**src/rtl/dft_pkg.sv**
```systemverilog
// Shared opcode and message encodings plus per-command sequencer lengths.
// Assumes the decoder presents a 2-bit opcode.
package dft_pkg;
    typedef enum logic [1:0] {
        OP_CREATE = 2'd0,
        OP_DELETE = 2'd1,
        OP_WRITE  = 2'd2,
        OP_READ   = 2'd3
    } dft_op_e;

    localparam logic MSG_ASSIGN = 1'b0;
    localparam logic MSG_FILL   = 1'b1;
    localparam logic OUT_WRITE  = 1'b0;
    localparam logic OUT_CREATE = 1'b1;

    // Number of sequencer states (= latency in cycles) for each opcode.
    function automatic int unsigned op_latency(input int unsigned op);
        case (op)
            0:       return 3;
            1:       return 2;
            2:       return 2;
            default: return 1;
        endcase
    endfunction
endpackage

```
**src/rtl/dft_op_seq.sv**
```systemverilog
// One command sequencer: stays active for exactly LAT cycles after start,
// flagging done in its last active cycle. Assumes start only when idle.
module dft_op_seq #(
    parameter int unsigned LAT = 2
) (
    input  logic clk,
    input  logic rst_n,
    input  logic start,
    output logic busy,
    output logic done
);
    localparam int CW = (LAT > 1) ? $clog2(LAT) : 1;

    logic          act;
    logic [CW-1:0] cnt;

    // Walk through the LAT states, counting down to the final one.
    always_ff @(posedge clk) begin
        if (!rst_n) begin
            act <= 1'b0;
            cnt <= '0;
        end else if (start) begin
            act <= 1'b1;
            cnt <= CW'(LAT - 1);
        end else if (act) begin
            if (cnt == '0) act <= 1'b0;
            else           cnt <= cnt - 1'b1;
        end
    end

    assign busy = act;
    assign done = act && (cnt == '0);
endmodule

```
**src/rtl/dft_post_fifo.sv**
```systemverilog
// Posted-message FIFO between the command side and the bus side.
// Assumes DEPTH is a power of two; push is never issued when full.
module dft_post_fifo #(
    parameter int W     = 69,
    parameter int DEPTH = 4
) (
    input  logic         clk,
    input  logic         rst_n,
    input  logic         push,
    input  logic [W-1:0] push_data,
    input  logic         pop,
    output logic [W-1:0] head,
    output logic         not_empty,
    output logic         full
);
    localparam int PW = (DEPTH > 1) ? $clog2(DEPTH) : 1;

    logic [W-1:0] mem [DEPTH];
    logic [PW:0]  wptr, rptr;

    // Store pushed entries at the write pointer.
    always_ff @(posedge clk) begin
        if (push) mem[wptr[PW-1:0]] <= push_data;
    end

    // Advance the pointers on push and pop.
    always_ff @(posedge clk) begin
        if (!rst_n) begin
            wptr <= '0;
            rptr <= '0;
        end else begin
            if (push) wptr <= wptr + 1'b1;
            if (pop)  rptr <= rptr + 1'b1;
        end
    end

    assign head      = mem[rptr[PW-1:0]];
    assign not_empty = (wptr != rptr);
    assign full      = (wptr[PW] != rptr[PW]) && (wptr[PW-1:0] == rptr[PW-1:0]);
endmodule

```
**src/rtl/dft_frame_store.sv**
```systemverilog
// Local frame store of the running thread: register array, one write port
// fed by incoming fill messages, one combinational read port.
module dft_frame_store #(
    parameter int DEPTH = 16,
    parameter int DW    = 32
) (
    input  logic                     clk,
    input  logic                     rst_n,
    input  logic                     wr_en,
    input  logic [$clog2(DEPTH)-1:0] wr_idx,
    input  logic [DW-1:0]            wr_data,
    input  logic [$clog2(DEPTH)-1:0] rd_idx,
    output logic [DW-1:0]            rd_data
);
    logic [DW-1:0] word [DEPTH];

    // Clear on reset, then accept fill writes.
    always_ff @(posedge clk) begin
        if (!rst_n) begin
            for (int i = 0; i < DEPTH; i++) word[i] <= '0;
        end else if (wr_en) begin
            word[wr_idx] <= wr_data;
        end
    end

    assign rd_data = word[rd_idx];
endmodule

```
**src/rtl/dft_thread_regs.sv**
```systemverilog
// Running-thread IP/FP registers plus a one-entry pending slot.
// A retire (delete done) is applied before a same-cycle assignment.
module dft_thread_regs #(
    parameter int AW = 32
) (
    input  logic          clk,
    input  logic          rst_n,
    input  logic          retire,
    input  logic          assign_v,
    input  logic [AW-1:0] assign_ip,
    input  logic [AW-1:0] assign_fp,
    output logic          run_v,
    output logic [AW-1:0] run_ip,
    output logic [AW-1:0] run_fp
);
    logic          pend_v;
    logic [AW-1:0] pend_ip, pend_fp;
    logic          n_run_v, n_pend_v;
    logic [AW-1:0] n_run_ip, n_run_fp, n_pend_ip, n_pend_fp;

    // Next state: retire/promote first, then place any assignment.
    always_comb begin
        n_run_v   = run_v;
        n_run_ip  = run_ip;
        n_run_fp  = run_fp;
        n_pend_v  = pend_v;
        n_pend_ip = pend_ip;
        n_pend_fp = pend_fp;
        if (retire) begin
            n_run_v  = pend_v;
            n_run_ip = pend_ip;
            n_run_fp = pend_fp;
            n_pend_v = 1'b0;
        end
        if (assign_v) begin
            if (!n_run_v) begin
                n_run_v  = 1'b1;
                n_run_ip = assign_ip;
                n_run_fp = assign_fp;
            end else if (!n_pend_v) begin
                n_pend_v  = 1'b1;
                n_pend_ip = assign_ip;
                n_pend_fp = assign_fp;
            end
        end
    end

    // Register the thread state.
    always_ff @(posedge clk) begin
        if (!rst_n) begin
            run_v   <= 1'b0;
            run_ip  <= '0;
            run_fp  <= '0;
            pend_v  <= 1'b0;
            pend_ip <= '0;
            pend_fp <= '0;
        end else begin
            run_v   <= n_run_v;
            run_ip  <= n_run_ip;
            run_fp  <= n_run_fp;
            pend_v  <= n_pend_v;
            pend_ip <= n_pend_ip;
            pend_fp <= n_pend_fp;
        end
    end
endmodule

```
**src/rtl/dft_cmd_unit.sv**
```systemverilog
// Per-core dataflow thread command unit. Decodes create/delete/write/read
// commands into four sequencers, posts writes and creates into an outbound
// FIFO, serves reads from the local frame store, and accepts incoming
// assignment and frame-fill messages. Assumes one command in flight at once.
module dft_cmd_unit
    import dft_pkg::*;
#(
    parameter int AW          = 32,
    parameter int DW          = 32,
    parameter int FRAME_DEPTH = 16,
    parameter int QDEPTH      = 4,
    parameter int OFFW        = $clog2(FRAME_DEPTH)
) (
    input  logic            clk,
    input  logic            rst_n,
    input  logic            cmd_valid,
    input  logic [1:0]      cmd_op,
    input  logic [AW-1:0]   cmd_fp,
    input  logic [OFFW-1:0] cmd_off,
    input  logic [DW-1:0]   cmd_data,
    output logic            cmd_busy,
    output logic            rsp_valid,
    output logic [DW-1:0]   rsp_data,
    input  logic            msg_valid,
    input  logic            msg_kind,
    input  logic [AW-1:0]   msg_ip,
    input  logic [AW-1:0]   msg_fp,
    input  logic [OFFW-1:0] msg_off,
    input  logic [DW-1:0]   msg_data,
    output logic            out_valid,
    input  logic            out_ready,
    output logic            out_kind,
    output logic [AW-1:0]   out_fp,
    output logic [OFFW-1:0] out_off,
    output logic [DW-1:0]   out_data,
    output logic            run_valid,
    output logic [AW-1:0]   run_ip,
    output logic [AW-1:0]   run_fp
);
    localparam int NOPS = 4;
    localparam int MSGW = 1 + AW + OFFW + DW;

    logic [NOPS-1:0] seq_busy, seq_done, seq_start;
    logic            accept, needs_slot, q_full;
    logic [AW-1:0]   fp_q;
    logic [OFFW-1:0] off_q;
    logic [DW-1:0]   data_q;
    logic [MSGW-1:0] q_head;

    assign needs_slot = (cmd_op == OP_CREATE) || (cmd_op == OP_WRITE);
    assign cmd_busy   = (|seq_busy) || (needs_slot && q_full);
    assign accept     = cmd_valid && !cmd_busy;

    // Capture the operands of an accepted command.
    always_ff @(posedge clk) begin
        if (!rst_n) begin
            fp_q   <= '0;
            off_q  <= '0;
            data_q <= '0;
        end else if (accept) begin
            fp_q   <= cmd_fp;
            off_q  <= cmd_off;
            data_q <= cmd_data;
        end
    end

    for (genvar g = 0; g < NOPS; g++) begin : g_seq
        localparam int unsigned L = op_latency(g);
        assign seq_start[g] = accept && (cmd_op == 2'(g));
        dft_op_seq #(.LAT(L)) u_seq (
            .clk   (clk),
            .rst_n (rst_n),
            .start (seq_start[g]),
            .busy  (seq_busy[g]),
            .done  (seq_done[g])
        );
    end

    dft_post_fifo #(.W(MSGW), .DEPTH(QDEPTH)) u_fifo (
        .clk       (clk),
        .rst_n     (rst_n),
        .push      (seq_done[OP_CREATE] || seq_done[OP_WRITE]),
        .push_data ({seq_done[OP_CREATE] ? OUT_CREATE : OUT_WRITE, fp_q, off_q, data_q}),
        .pop       (out_valid && out_ready),
        .head      (q_head),
        .not_empty (out_valid),
        .full      (q_full)
    );
    assign {out_kind, out_fp, out_off, out_data} = q_head;

    dft_frame_store #(.DEPTH(FRAME_DEPTH), .DW(DW)) u_frame (
        .clk     (clk),
        .rst_n   (rst_n),
        .wr_en   (msg_valid && (msg_kind == MSG_FILL)),
        .wr_idx  (msg_off),
        .wr_data (msg_data),
        .rd_idx  (off_q),
        .rd_data (rsp_data)
    );
    assign rsp_valid = seq_done[OP_READ];

    dft_thread_regs #(.AW(AW)) u_thread (
        .clk       (clk),
        .rst_n     (rst_n),
        .retire    (seq_done[OP_DELETE]),
        .assign_v  (msg_valid && (msg_kind == MSG_ASSIGN)),
        .assign_ip (msg_ip),
        .assign_fp (msg_fp),
        .run_v     (run_valid),
        .run_ip    (run_ip),
        .run_fp    (run_fp)
    );
endmodule

```
**config.mk**
```make
export PLATFORM = sky130hd
export DESIGN_NAME = dft_cmd_unit
export DESIGN_NICKNAME = d
export VERILOG_FILES = /design/src/rtl/dft_pkg.sv /design/src/rtl/dft_op_seq.sv /design/src/rtl/dft_post_fifo.sv /design/src/rtl/dft_frame_store.sv /design/src/rtl/dft_thread_regs.sv /design/src/rtl/dft_cmd_unit.sv
export SDC_FILE = /design/constraint.sdc
export NUM_CORES = 1
export LEC_CHECK = 0
export BUFFER_PORTS_ARGS = -buffer_cell sky130_fd_sc_hd__buf_4
export CAP_MARGIN = 20
export CORE_AREA = 2 2 308 234
export DETAILED_ROUTE_END_ITERATION = 8
export DIE_AREA = 0 0 310 236
export GPL_ROUTABILITY_DRIVEN = 0
export PLACE_DENSITY = 0.79
export SLEW_MARGIN = 20
export SYNTH_ARGS = -nofsm -noshare
export SYNTH_HDL_FRONTEND = slang
export SYNTH_SLANG_ARGS = --single-unit
export TNS_END_PERCENT = 30
```
**constraint.sdc**
```tcl
create_clock -name clk -period 5.8 [get_ports clk]
set_input_delay 1.16 -clock clk [delete_from_list [all_inputs] [get_ports clk]]
set_output_delay 1.16 -clock clk [all_outputs]
set_load 0.005 [all_outputs]
```
==> metrics.txt, run 1 <==
Netlist cell types=41; Worst Path Arrival=between 3 and 4 ns; CTS tree=yes; worst vdd ir=approximately 0.25 mV; R2R Path End=u_fifo.mem[3][12]; Cell Pwr Density=326 mW/mm^2; cts bufs inserted=95; die area=0.0732 sq mm; CTS Sinks=1006; H-tree depth=3; Cell Area, Synth=0.0417 sq mm; FF+latch count, synth=~1000; crit path to=rsp_data[3]; area grow syn2layout=16.2%; Critical Path RT=4.64 ns; Lkg Pwr=18.4 nW; Final nets=3193; Die Span X=310 um; Post-DP HPWL=59.4 mm; CP cell instances=buf_4, mux4_2, a22oi_1, nand2_1, buf_4; vias in the first global route=24400; FF/Latch Area=0.0280 sq mm; Mapped Cells=2753; Post-synth top flop=edfxtp_1; largest net degree at the start of global routing=113; CORE AREA=~0.07 sq mm; multi-input logic area=around 0.013 sq mm; min-delay src=off_q[1]; Ys Warns=0; Filler Cell Count=4668; TNS Setup=0 ns; Crit. End Element=output port; first-pass GRT wire length=149 mm; All-Layer GR Usage=27.2%; Slew Viols, Final=0; commonest non-fill, non-tap cell in the layout=edfxtp_1; CTS Buffer Depth=3; Critical R2R Launch=g_seq[0].u_seq.busy; Clock Latency Late Sink=0.68 ns; final setup violation count=0; clock slew at the register clock pins of the worst setup and hold paths=approximately 0.06 ns; antenna violations before repair=5; minimum clock period=about 4.7 ns; hold_buf cts=0; post-layout util=between 60 and 70%; DRT Pass-1 Iters=5; GR Overflow Total=0; via count=24600; ys async rst share=0%; EDFF count, synth=788; clock skew=0.0378 ns; R2R depth=4; Worst R2R Setup Slack=2.69 ns; CP max stage cell=dfxtp_4; IO Port Bufs=between 300 and 400; most frequent cells in the layout=edfxtp_1, and2_1, buf_4, nand2_1, dfxtp_1; die height=236 um; Slew HR=between 20% and 30%; ANT nets after route=0; slowest stage delay, CP=0.97 ns; syn_area_per_cell=15.2 sq um; Post-CTS Setup Inserts=0; wire length per cell=24.6 um; Initial DRC Count=2755; unrepaired setup endpoints after global routing=false; DRC Markers=0; Core Rows=85; Vias/cell=6.06; final hold vios=0; final-layout worst hold slack=0.488 ns; CP startpoint kind=flip-flop; worst hold-check path type=reg2reg; CP Max Fanout=45; measured slew at the worst slew-check pin=1.12 ns; initial core utilization=59.1%; status=completed; register area share after synthesis=between 60% and 70%; PostCTS Resize Cnt=0; max_cap viols=0; layout cell share with drive strength beyond 1=25.1%; Fmax achieved=214 MHz; syn nets=2934; Clk Tree Root Cell=clkbuf_16; Period Utilization, post-route=about four fifths; Routed WL=99.8 mm; critical path's most frequent cell=buf_4; Top Ports=~350; worst setup path class=reg2out
logic make-up after synthesis:
logic type,Yosys count,synth area share [%]
adders and majority gates,5,0.150
xor gates and xnor gates,8,0.168
and+or+nand+nor,880,11.3
AOI/OAI and AO/OA,287,5.05
DFF,1006,67.2
buffers and inverters,237,2.29
muxes,330,13.8
Yosys cell counts (all sizes together), types with 5 or more instances:
master,count,area (sq um)
edfxtp,788,23700
and2,518,3240
nand2,300,1130
dfxtp,218,4360
mux4,197,4440
clkbuf,179,672
mux2i,133,1330
o21ai,86,430
o211ai,65,488
a22oi,64,480
o211a,64,641
buf,53,265
nor2,17,73.8
nand2b,11,68.8
nor2b,10,62.6
nand3,7,35.0
nand3b,6,45.0
ha,5,62.6
inv,5,18.8
xnor2,5,43.8
report_power, final:
| group | total (W) | switching, W | internal [W] |
|---|---|---|---|
| sequential | 0.00826 | 0.000174 | 0.00808 |
| combinational | 0.00145 | 0.000766 | 0.000681 |
| clock | 0.00610 | 0.00273 | 0.00337 |
| total | 0.0158 | 0.00367 | 0.0121 |
how the worst min path moves through the flow:
stage                         to  slack (ns)  cells past startpoint
3_3_place_gp   u_fifo.mem[0][52]        0.47                      0
4_1_cts        u_fifo.mem[0][27]        0.49                      0
3_5_place_dp   u_fifo.mem[3][53]        0.49                      0
6_report       u_fifo.mem[3][33]        0.49                      0
5_1_grt        u_fifo.mem[0][27]        0.51                      0
2_1_floorplan   u_fifo.mem[0][0]        0.46                      0
stage by stage:
step	cells	cell area, sq um	power [W]	worst slack [ns]
finish	4053	48500	0.0158	1.12
global route	4052	48500	0.0163	0.938
CTS	4050	48500	0.0159	1.11
detailed placement	3871	45400	0.00984	1.31
global placement	3866	45200	0.00976	1.48
floorplan	2753	41700	0.00914	1.03
state kept, by name, indices dropped and copies added (netlist names), named ones only:
register	count
data_q	32
u_fifo.rptr	3
u_thread.pend_ip	32
u_frame.word	512
g_seq.u_seq.busy	4
u_fifo.wptr	3
u_thread.run_fp	32
u_thread.run_ip	32
u_thread.pend_v	1
u_thread.run_v	1
off_q	4
fp_q	32
g_seq.u_seq.cnt	4
u_thread.pend_fp	32
u_fifo.mem	276
layout make-up:
| class | instances | area share (%) |
|---|---|---|
| Timing Repair Buffer | 394 | 6.47 |
| Antenna cell | 2 | 0.0103 |
| Clock inverter | 53 | 0.978 |
| Sequential cell | 1006 | 57.8 |
| Inverter | 5 | 0.0387 |
| Multi-Input combinational cell | 1510 | 26.8 |
| Tap cell | 957 | 2.47 |
| Clock buffer | 126 | 5.36 |
layer usage:
| layer | part of all wire [%] | wire length [um] | global-route usage, % | vias up |
|---|---|---|---|---|
| met3 | 9.0 | 9010 | 6.16 | 199 |
| met2 | 48 | 47900 | 42.9 | 1120 |
| met4 | 3.3 | 3300 | 9.19 | 2 |
| li1 | - | - | - | 10700 |
| met1 | 40 | 39500 | 37.9 | 12500 |
| met5 | 0.016 | 16 | 0 | - |
critical path: cells and delay by family, from the launching register on:
family | cells | cell delay, ns
flops | 1 | 0.97
buf+inv | 2 | 0.57
compound gates | 1 | 0.55
mux | 1 | 0.54
simple gates | 1 | 0.12
No activity file was read; power rests on OpenSTA's default activity.
==> inputs of run 2 (changes only) <==
==> constraint.sdc (replaced) <==
create_clock -name clk -period 4.6 [get_ports clk]
set_input_delay 0.92 -clock clk [delete_from_list [all_inputs] [get_ports clk]]
set_output_delay 0.92 -clock clk [all_outputs]
set_load 0.005 [all_outputs]
==> run 2 against run 1 <==
Effect of this change:
- final cell count increased by 0.44%
- via count increased by 0.86%
- non-clock buffer count increased by 17
- combinational power increased by 24%
- register-to-register slack got worse by 0.89 ns
- critical path depth unchanged
- flip-flop and latch count unchanged
- final area increased by 0.52%
- largest cell class unchanged
==> metrics.txt, run 2 (synthesized netlist as in run 1, its figures left out) <==
GR Overflow Total=0 (unchanged); Top Ports=345 (unchanged); PostCTS Resize Cnt=0 (unchanged); PnR worst setup slack=0.572 ns (-0.551 ns); ANT nets after route=0 (unchanged); DRC Markers=0 (unchanged); Post-CTS Setup Inserts=0 (unchanged); final hold vios=0 (unchanged); clock slew at the register clock pins of the worst setup and hold paths=0.06 ns (about the same); DRT Pass-1 Iters=5 (unchanged); Critical Path RT=3.68 ns (-0.96 ns); Fmax achieved=approximately 250 MHz; CTS Buffer Depth=3 (unchanged); CORE AREA=0.0706 sq mm (unchanged); max reg flops=512 (unchanged); initial core utilization=59.1% (unchanged); Cell Pwr Density=416 mW/mm^2 (+28%); min-delay src=data_q[28]; via count=24800 (+0.86%); CTS Sinks=1006 (unchanged); TNS Setup=0 ns (unchanged); Clock Latency Late Sink=0.67 ns (about the same); clock skew=0.0350 ns (-0.00282 ns); Worst R2R Setup Slack=1.80 ns (-0.89 ns); CP Max Fanout=33 (-27%); All-Layer GR Usage=28.1% (+0.87 points); Crit. End Element=output port; worst hold-check path type=reg2reg; Core Rows=85 (unchanged); largest net degree at the start of global routing=199 (+76%); CP startpoint kind=flip-flop; IO Port Bufs=344 (unchanged); area grow syn2layout=16.8%; hold_buf cts=0 (unchanged); Routed WL=102 mm (+2.3%); R2R Path End=u_fifo.mem[2][46]; antenna violations before repair=13 (+8); status=completed; Final nets=3208 (+0.47%); Clk Tree Root Cell=clkbuf_16; Post-Place Worst Slack=1.08 ns (-0.233 ns); worst setup path class=reg2out; measured slew at the worst slew-check pin=1.15 ns (+0.0229 ns); cts bufs inserted=93 (-2.1%); Slew HR=23.4% (-1.7 points); unrepaired setup endpoints after global routing=false; wire length per cell=25.1 um (+1.9%); hold depth=0 (unchanged); H-tree depth=3 (unchanged); Die Span X=310 um (unchanged); post-layout util=69.0% (+0.36 points); max_cap viols=0 (unchanged); CTS tree=yes; minimum clock period=about 4.0 ns; Critical R2R Launch=g_seq[0].u_seq.busy; Slew Viols, Final=0 (unchanged); die area=0.0732 sq mm (unchanged); Initial DRC Count=2842 (+3.2%); die height=236 um (unchanged); vias in the first global route=25300 (+3.7%); Post-DP HPWL=59.8 mm (+0.59%); Vias/cell=6.09 (+0.42%); final setup violation count=0 (unchanged); R2R depth=4 (unchanged); most frequent cells in the layout=edfxtp_1, and2_1, buf_4, nand2_1, dfxtp_1; Worst Path Arrival=3.11 ns (-0.41 ns); Hold Path End=u_fifo.mem[0][28]; commonest non-fill, non-tap cell in the layout=edfxtp_1; first-pass GRT wire length=153 mm (+3.0%); Period Utilization, post-route=87.6%; Lkg Pwr=18.5 nW (+0.77%); worst vdd ir=0.259 mV (+2.4%); most flop-heavy register=u_frame.word; layout cell share with drive strength beyond 1=25.8% (+0.66 points)
[run 2: cell types whose count changed in the layout (fill, tap and decap cells not counted), sizes merged]
cell | previous run | this run
buf | 394 | 411
clkinv | 44 | 32
bufinv | 4 | 12
diode | 2 | 6
clkbuf | 126 | 129
inv | 9 | 6
clkinvlp | 1 | 2
[run 2: metrics by stage]
stage	power, W	instance area, sq um	hold WS, ns	std cells
floorplan	0.0115	41700	0.460	2753
global placement	0.0123	45500	0.467	3889
detailed placement	0.0124	45500	0.484	3889
CTS	0.0204	48700	0.453	4065
global route	0.0208	48700	0.476	4071
finish	0.0203	48700	0.495	4071
[run 2: cell type report]
class / instances / area, sq um
Sequential cell: 1006 / 28000
Fill cell: 4538 / 21900
Multi-Input combinational cell: 1510 / 13000
Timing Repair Buffer: 411 / 3240
Clock buffer: 129 / 2610
Tap cell: 957 / 1200
Clock inverter: 47 / 603
Inverter: 5 / 18.8
Antenna cell: 6 / 15.0
[run 2: worst max-delay path by stage]
stage / slack [ns] / end / depth (start not counted) / startpoint
global placement: 1.10 / u_frame.word[3][12] / 5 / rst_n
floorplan: 0.07 / u_frame.word[1][0] / 5 / rst_n
detailed placement: 1.08 / u_frame.word[3][14] / 5 / rst_n
global route: 0.42 / rsp_data[28] / 5 / flip-flop
CTS: 0.53 / rsp_data[11] / 5 / flip-flop
finish: 0.57 / rsp_data[16] / 5 / flip-flop
[run 2: power breakdown]
| group | internal (W) | switching (W) | total (W) |
|---|---|---|---|
| logic | 0.000866 | 0.000934 | 0.00180 |
| registers | 0.0102 | 0.000234 | 0.0104 |
| clock network | 0.00467 | 0.00339 | 0.00806 |
| total | 0.0157 | 0.00456 | 0.0203 |
[run 2: layer usage]
layer	wire [um]	up-vias	GRT usage (%)
li1	-	10800	-
met3	9210	244	7.04
met2	49700	1160	44.6
met5	80	-	0
met1	39000	12600	37.0
met4	4180	12	12.6
[run 2: worst max-delay path: stages, from the launching register on]
cell and delay, ns:
dfxtp_4 0.77, buf_12 0.36, mux4_2 0.55, a22oi_1 0.33, nand2_1 0.18, buf_4 0.18
